## src/rtl/nibgap_pkg.sv

```systemverilog
package nibgap_pkg;

    localparam int unsigned NIB_W       = 4;
    localparam int unsigned SHORT_LEN   = 4;
    localparam int unsigned LONG_LEN    = 5;
    localparam int unsigned SUBFRAMES   = 7;
    localparam int unsigned BCNT_W      = 3;

    typedef struct packed {
        logic             valid;
        logic             first;
        logic [NIB_W-1:0] nib;
    } cap_word_t;

    // A slot is stretched at the start and the middle of every subframe.
    function automatic logic is_long_slot(input int unsigned slot,
                                          input int unsigned slots);
        int unsigned sub_len;
        int unsigned off;
        sub_len = slots / SUBFRAMES;
        off     = slot % sub_len;
        return (off == 0) || (off == sub_len / 2);
    endfunction

endpackage

```

## src/rtl/nibgap_ref_edge.sv

```systemverilog
module nibgap_ref_edge (
    input  logic clk,
    input  logic rst,
    input  logic ref_i,
    output logic restart,
    output logic unaligned
);
    logic ref_q;

    always_ff @(posedge clk) begin
        if (rst) begin
            ref_q     <= 1'b0;
            unaligned <= 1'b1;
        end else begin
            ref_q <= ref_i;
            if (restart) unaligned <= 1'b0;
        end
    end

    assign restart = ref_i & ~ref_q;

    // once aligned, stays aligned until reset
    p_align_sticky_r7: assert property (@(posedge clk) disable iff (rst)
        !unaligned |=> !unaligned);
    // a restart always clears the flag
    p_align_clear_r7: assert property (@(posedge clk) disable iff (rst)
        restart |=> !unaligned);
    // a held reference does not restart twice in a row
    p_single_restart_r4: assert property (@(posedge clk) disable iff (rst)
        restart |=> !restart);
endmodule

```

## src/rtl/nibgap_slot_timer.sv

```systemverilog
module nibgap_slot_timer
    import nibgap_pkg::*;
#(
    parameter int unsigned SLOTS = 1176,
    localparam int unsigned SW   = $clog2(SLOTS)
) (
    input  logic          clk,
    input  logic          rst,
    input  logic          restart,
    output logic          stb,
    output logic [SW-1:0] slot
);
    localparam logic [SW-1:0] LAST_SLOT = SW'(SLOTS - 1);

    logic [BCNT_W-1:0] bcnt;
    logic [BCNT_W-1:0] last_bit;
    logic              long_slot;

    always_comb begin
        long_slot = is_long_slot(32'(slot), SLOTS);
        last_bit  = long_slot ? BCNT_W'(LONG_LEN - 1) : BCNT_W'(SHORT_LEN - 1);
        stb       = (bcnt == last_bit);
    end

    always_ff @(posedge clk) begin
        if (rst || restart) begin
            bcnt <= '0;
            slot <= '0;
        end else if (stb) begin
            bcnt <= '0;
            slot <= (slot == LAST_SLOT) ? '0 : slot + 1'b1;
        end else begin
            bcnt <= bcnt + 1'b1;
        end
    end

    // a restart lands on bit 0 of slot 0
    p_restart_origin_r4: assert property (@(posedge clk) disable iff (rst)
        restart |=> (slot == '0) && (bcnt == '0) && !stb);
    // the last slot wraps to slot 0
    p_wrap_r3: assert property (@(posedge clk) disable iff (rst)
        (stb && !restart && slot == LAST_SLOT) |=> slot == '0);
    // slots advance by one
    p_advance_r2: assert property (@(posedge clk) disable iff (rst)
        (stb && !restart && slot != LAST_SLOT) |=> slot == $past(slot) + 1'b1);
    // slot index holds between strobes
    p_hold_r2: assert property (@(posedge clk) disable iff (rst)
        (!stb && !restart) |=> $stable(slot));
endmodule

```

## src/rtl/nibgap_capture.sv

```systemverilog
module nibgap_capture
    import nibgap_pkg::*;
#(
    parameter int unsigned SW = 11
) (
    input  logic             clk,
    input  logic             rst,
    input  logic             stb,
    input  logic             restart,
    input  logic [NIB_W-1:0] nib_i,
    input  logic [SW-1:0]    slot_i,
    output cap_word_t        word_o,
    output logic [SW-1:0]    slot_o
);
    always_ff @(posedge clk) begin
        if (rst) begin
            word_o <= '0;
            slot_o <= '0;
        end else begin
            word_o.valid <= stb & ~restart;
            if (stb && !restart) begin
                word_o.nib   <= nib_i;
                word_o.first <= (slot_i == '0);
                slot_o       <= slot_i;
            end
        end
    end

    // every accepted strobe yields a capture tagged with its slot
    p_capture_r5: assert property (@(posedge clk) disable iff (rst)
        (stb && !restart) |=> word_o.valid && (slot_o == $past(slot_i)));
    // no capture when a restart is taken
    p_no_capture_r8: assert property (@(posedge clk) disable iff (rst)
        restart |=> !word_o.valid);
    // captured data is the bus value at the strobe edge
    p_data_r5: assert property (@(posedge clk) disable iff (rst)
        (stb && !restart) |=> word_o.nib == $past(nib_i));
endmodule

```

## src/rtl/nibgap_tx_in.sv

```systemverilog
module nibgap_tx_in
    import nibgap_pkg::*;
#(
    parameter int unsigned SLOTS = 1176,
    localparam int unsigned SW   = $clog2(SLOTS)
) (
    input  logic             clk,
    input  logic             rst,
    input  logic [NIB_W-1:0] pay_nib_i,
    input  logic             frame_ref_i,
    output logic             nib_stb_o,
    output logic             ovh_ind_o,
    output logic             cap_valid_o,
    output logic [NIB_W-1:0] cap_nib_o,
    output logic [SW-1:0]    cap_slot_o,
    output logic             cap_first_o,
    output logic             unaligned_o
);
    logic          restart;
    logic [SW-1:0] slot;
    cap_word_t     word;

    nibgap_ref_edge u_ref (
        .clk       (clk),
        .rst       (rst),
        .ref_i     (frame_ref_i),
        .restart   (restart),
        .unaligned (unaligned_o)
    );

    nibgap_slot_timer #(.SLOTS(SLOTS)) u_timer (
        .clk     (clk),
        .rst     (rst),
        .restart (restart),
        .stb     (nib_stb_o),
        .slot    (slot)
    );

    nibgap_capture #(.SW(SW)) u_cap (
        .clk     (clk),
        .rst     (rst),
        .stb     (nib_stb_o),
        .restart (restart),
        .nib_i   (pay_nib_i),
        .slot_i  (slot),
        .word_o  (word),
        .slot_o  (cap_slot_o)
    );

    assign cap_valid_o = word.valid;
    assign cap_nib_o   = word.nib;
    assign cap_first_o = word.first;
    // overhead is produced internally in this mode
    assign ovh_ind_o   = 1'b0;

    // capture valid is a single-cycle pulse (slots are at least 4 long)
    p_valid_pulse_r5: assert property (@(posedge clk) disable iff (rst)
        cap_valid_o |=> !cap_valid_o);
endmodule

```

## config.mk

```make
export PLATFORM = sky130hd
export DESIGN_NAME = nibgap_tx_in
export DESIGN_NICKNAME = d
export VERILOG_FILES = /design/src/rtl/nibgap_pkg.sv /design/src/rtl/nibgap_ref_edge.sv /design/src/rtl/nibgap_slot_timer.sv /design/src/rtl/nibgap_capture.sv /design/src/rtl/nibgap_tx_in.sv
export SDC_FILE = /design/constraint.sdc
export NUM_CORES = 1
export LEC_CHECK = 0
export BUFFER_PORTS_ARGS = -buffer_cell sky130_fd_sc_hd__buf_2
export CAP_MARGIN = 30
export CORE_MARGIN = 10
export CORE_UTILIZATION = 53
export CTS_CLUSTER_SIZE = 20
export DETAILED_ROUTE_END_ITERATION = 8
export GPL_TIMING_DRIVEN = 0
export PLACE_DENSITY_LB_ADDON = 0.08
export SLEW_MARGIN = 40
export SYNTH_ARGS = -nofsm -noshare
export SYNTH_HDL_FRONTEND = slang
export SYNTH_SLANG_ARGS = --single-unit
export TNS_END_PERCENT = 10
```

## constraint.sdc

```tcl
create_clock -name clk -period 4.7 [get_ports clk]
set_clock_uncertainty 0.05 [all_clocks]
set_input_delay 0.705 -clock clk [delete_from_list [all_inputs] [get_ports clk]]
set_output_delay 0.705 -clock clk [all_outputs]
set_load 0.05 [all_outputs]
```

==> reports/results.txt <==
The tools report the share of the core filled with cells in the final layout as 0.722. Fraction of layout instances using a drive strength above 1: 0.301. In this run, post-CTS hold repair placed 0 buffers. For the number of endpoints with negative hold slack in the final report, the log shows 0. The tools report the instance count after placement with tap cells included as 392. After detailed routing, the number of vias per cell comes to 6.28. The run gives 7610 sq um as the overall die area. The min-delay analysis places its worst path in the category reg -> reg. The die extent in x is 87.3 um, and the sequential standard cell area is 669 sq um.

Largest area contributor in the netlist: sky130_fd_sc_hd__dfxtp_1. The cell count after synthesis came out at 315. The clock passes through at most 2 buffers. VDD sags by at most 285 uV. After filler insertion, the fill cell instance count of the layout stands at 344.

The tools report the number of global-route vias before repair as 2555. The run gives 1 as the final setup violation count. The final critical delay including setup and external delays works out to 5.00 ns.

The run gives 0.194 as the total track usage. The area growth from synthesis to layout is 31.1%. The routed design has 7.35 mm of wire.

The number of max-slew violations in the final report is 0, and the part of the cycle the worst path needs is 1.06. The run gives 0 as the synthesis warning total. The number of I/O port buffers works out to 25.

The worst setup path is captured at a primary output. In this run, CTS created clock tree buffers numbering 5. The data arrival time at the worst-slack endpoint is 4.24 ns. The kind of launch point of the worst setup path is a flip-flop. The largest net degree at the start of global routing was 13; the core area was 4350 sq um. The remaining design rule violation count is 0.

The top achievable clock speed came out at 200 MHz. In this run the cell area measured after placement is 2700 sq um. Summing all non-filler instances in the final layout gives an area of 3140 sq um.

TritonCTS built the clock tree. The first global-routing pass estimated 12.1 mm of wire. The effective utilization at floorplan was 0.551; the post-CTS clock slew at the launch and capture registers of the worst setup and hold paths was 0.08 ns. In this run the worst path has a maximum fanout of 6. By area the synthesized netlist is led by sky130_fd_sc_hd__dfxtp_1, sky130_fd_sc_hd__a21oi_1, sky130_fd_sc_hd__o21ai_0. The share of flip-flops with an asynchronous set or reset works out to 0. Sorting the synthesized cells by how often they occur yields sky130_fd_sc_hd__dfxtp_1, sky130_fd_sc_hd__nand2_1, sky130_fd_sc_hd__nor2_1. The slack of the critical path came out at -0.297 ns.

The number of different library cells used by synthesis comes to 74. The worst max-slew margin expressed relative to the limit is 0.503, and the count of vias placed by the detailed router is 2664. Setup repair after global routing could not meet its margin everywhere. The net count of the finished layout is 382.

The die height was 87.3 um; the static leakage power was 1.15 nW. For the worst setup path, the data required time is 3.94 ns. The tree is rooted in a sky130_fd_sc_hd__clkbuf_8.

The slew at the pin closest to its max-slew limit was 0.740 ns; the clock insertion delay at the later pin of the skew report was 0.29 ns. The setup path with the least slack is of type reg -> out. The tools report the final weighted congestion in routability-driven placement as 0.888. Yosys instantiated no cell more often than sky130_fd_sc_hd__dfxtp_1. In this run the cell area of the synthesized design comes to 2400 sq um. The first routing iteration left 175 violations. In this run the remaining antenna-violating nets after routing total 0. The count of cells in the finished layout, fillers not included, comes to 424. In this run the power density over the cells is 185 nW/um^2. In this run the number of H-tree levels came out at 2. The number of ports placed on the die boundary is 27.

In the final routed layout, each cell accounts on average for 17.3 um. Detailed placement finished with a half-perimeter wire length of 5.16 mm. The cell row count came out at 24. The count of antenna diodes in the layout was 0. The predominant post-synthesis flop cell was sky130_fd_sc_hd__dfxtp_1. The number of nets in the synthesized netlist is 326. Before CTS, the worst setup slack after placement is -0.579 ns. A synthesized cell averages 7.61 sq um. The run finished, with violations left. Before antenna repair, the detailed router went through 5 iterations.

For the number of sinks driven by the clock tree, the log shows 33. The final reports fail on setup timing. Counting flops with a built-in enable in the synthesized netlist gives 0.

In the final layout, the multi-input gates occupy 1800 sq um. The initial antenna violation count is 0, and the number of synthesized register bits is 33. For the leftover overflow at the end of global routing, the log shows 0.

The tool flagged a number of max-cap violations equal to 0. Sequential-to-total area share from yosys stat: 0.276. The fraction of synthesized cell area taken by the top area cell type was 0.276.
-- cell type report --
type,instances,area share
plain buffers,19,0.0342
clock buffers,5,0.0219
clock inverters,3,0.0147
inverters,12,0.0163
multi-input cells,249,0.574
flip-flops and latches,33,0.213
well taps,52,0.0207
repair buffers,51,0.105
-- metal layers --
layer  GRT usage  vias up  wire length [um]
li1            -     1290                 -
met1       0.239     1253              3240
met2       0.324      105              3490
met3      0.0309       16               435
met4      0.0797        0               189
met5           0        -                 0
-- worst paths after layout --
path	to	startpoint	slack (ns)	cells after the start
min	u_ref.unaligned	u_ref.unaligned	0.41	1
max	nib_stb_o	u_timer.slot[7]	-0.30	17
min reg2reg	u_ref.unaligned	u_ref.unaligned	0.41	1
max reg2reg	u_cap.slot_o[3]	u_timer.slot[7]	0.26	19
-- timing repair --
action | in CTS | in global routing
buffers inserted | 22 | 4
gates resized for setup | 23 | 15
endpoints found under the setup margin | 24 | 23
pin swaps | 14 | 10
-- flip-flops by register name (all words and copies together), names as in the netlist --
register	flops
u_timer.slot	11
u_ref.unaligned	1
u_cap.word_o	6
u_cap.slot_o	11
u_ref.ref_q	1
u_timer.bcnt	3
-- metrics by stage --
| step | total power [W] | TNS, ns | hold WS, ns |
|---|---|---|---|
| 2_1_floorplan | 0.000309 | 0 | 0.392 |
| 3_3_place_gp | 0.000317 | -1.42 | 0.379 |
| 3_5_place_dp | 0.000318 | -2.95 | 0.390 |
| 4_1_cts | 0.000584 | -0.301 | 0.408 |
| 5_1_grt | 0.000598 | -0.620 | 0.420 |
| 6_report | 0.000582 | -0.297 | 0.407 |
-- critical path: stages (launching register included) --
cell	delay, ns
sky130_fd_sc_hd__dfxtp_4	0.37
sky130_fd_sc_hd__o21ai_4	0.16
sky130_fd_sc_hd__nand2_2	0.09
sky130_fd_sc_hd__ha_4	0.26
sky130_fd_sc_hd__nand2_4	0.07
sky130_fd_sc_hd__o221ai_4	0.13
sky130_fd_sc_hd__or4_1	0.49
sky130_fd_sc_hd__o211ai_1	0.11
sky130_fd_sc_hd__buf_4	0.20
sky130_fd_sc_hd__a21oi_4	0.06
sky130_fd_sc_hd__o32ai_4	0.30
sky130_fd_sc_hd__nand2_2	0.09
sky130_fd_sc_hd__or4_4	0.53
sky130_fd_sc_hd__a221o_1	0.36
sky130_fd_sc_hd__o2111a_2	0.29
sky130_fd_sc_hd__nor2_4	0.16
sky130_fd_sc_hd__clkinvlp_4	0.12
sky130_fd_sc_hd__buf_8	0.16
-- cell families after synthesis --
kind of cell | after synthesis | synth area share
other | 1 | 0.00156
and+or+nand+nor | 116 | 0.245
AOI/OAI and AO/OA | 108 | 0.318
muxes | 5 | 0.0209
adders and majority gates | 6 | 0.0298
DFF | 33 | 0.276
xor gates and xnor gates | 13 | 0.0475
buffers and inverters | 33 | 0.0616
-- cell usage in the layout, fill, tap and decap left out, types with 3 or more instances in the layout --
master,count
sky130_fd_sc_hd__inv_1,8
sky130_fd_sc_hd__clkbuf_1,9
sky130_fd_sc_hd__and3_1,4
sky130_fd_sc_hd__o21ai_1,3
sky130_fd_sc_hd__a21oi_1,22
sky130_fd_sc_hd__o211ai_1,3
sky130_fd_sc_hd__ha_1,3
sky130_fd_sc_hd__o21a_1,4
sky130_fd_sc_hd__a211oi_1,5
sky130_fd_sc_hd__a31oi_1,3
sky130_fd_sc_hd__clkbuf_8,5
sky130_fd_sc_hd__o21ai_0,21
sky130_fd_sc_hd__nor2_1,26
sky130_fd_sc_hd__nor3_1,9
sky130_fd_sc_hd__nand3_1,12
sky130_fd_sc_hd__a21oi_4,4
sky130_fd_sc_hd__nor2b_1,4
sky130_fd_sc_hd__buf_4,27
sky130_fd_sc_hd__mux2i_1,5
sky130_fd_sc_hd__dfxtp_1,28
sky130_fd_sc_hd__buf_6,3
sky130_fd_sc_hd__dfxtp_2,4
sky130_fd_sc_hd__or4_1,3
sky130_fd_sc_hd__buf_2,28
sky130_fd_sc_hd__o31ai_1,3
sky130_fd_sc_hd__nand2_1,27
sky130_fd_sc_hd__xnor2_1,12
sky130_fd_sc_hd__nand2b_1,7
-- power by group --
group / leakage [nW] / switching [W] / internal (W) / total [W]
combinational: 0.825 / 0.0000197 / 0.00000847 / 0.0000281
clock: 0.0543 / 0.000111 / 0.000159 / 0.000270
sequential: 0.270 / 0.00000224 / 0.000282 / 0.000284
total: 1.15 / 0.000133 / 0.000449 / 0.000582
Note: power is estimated with default switching activity, not from simulation.
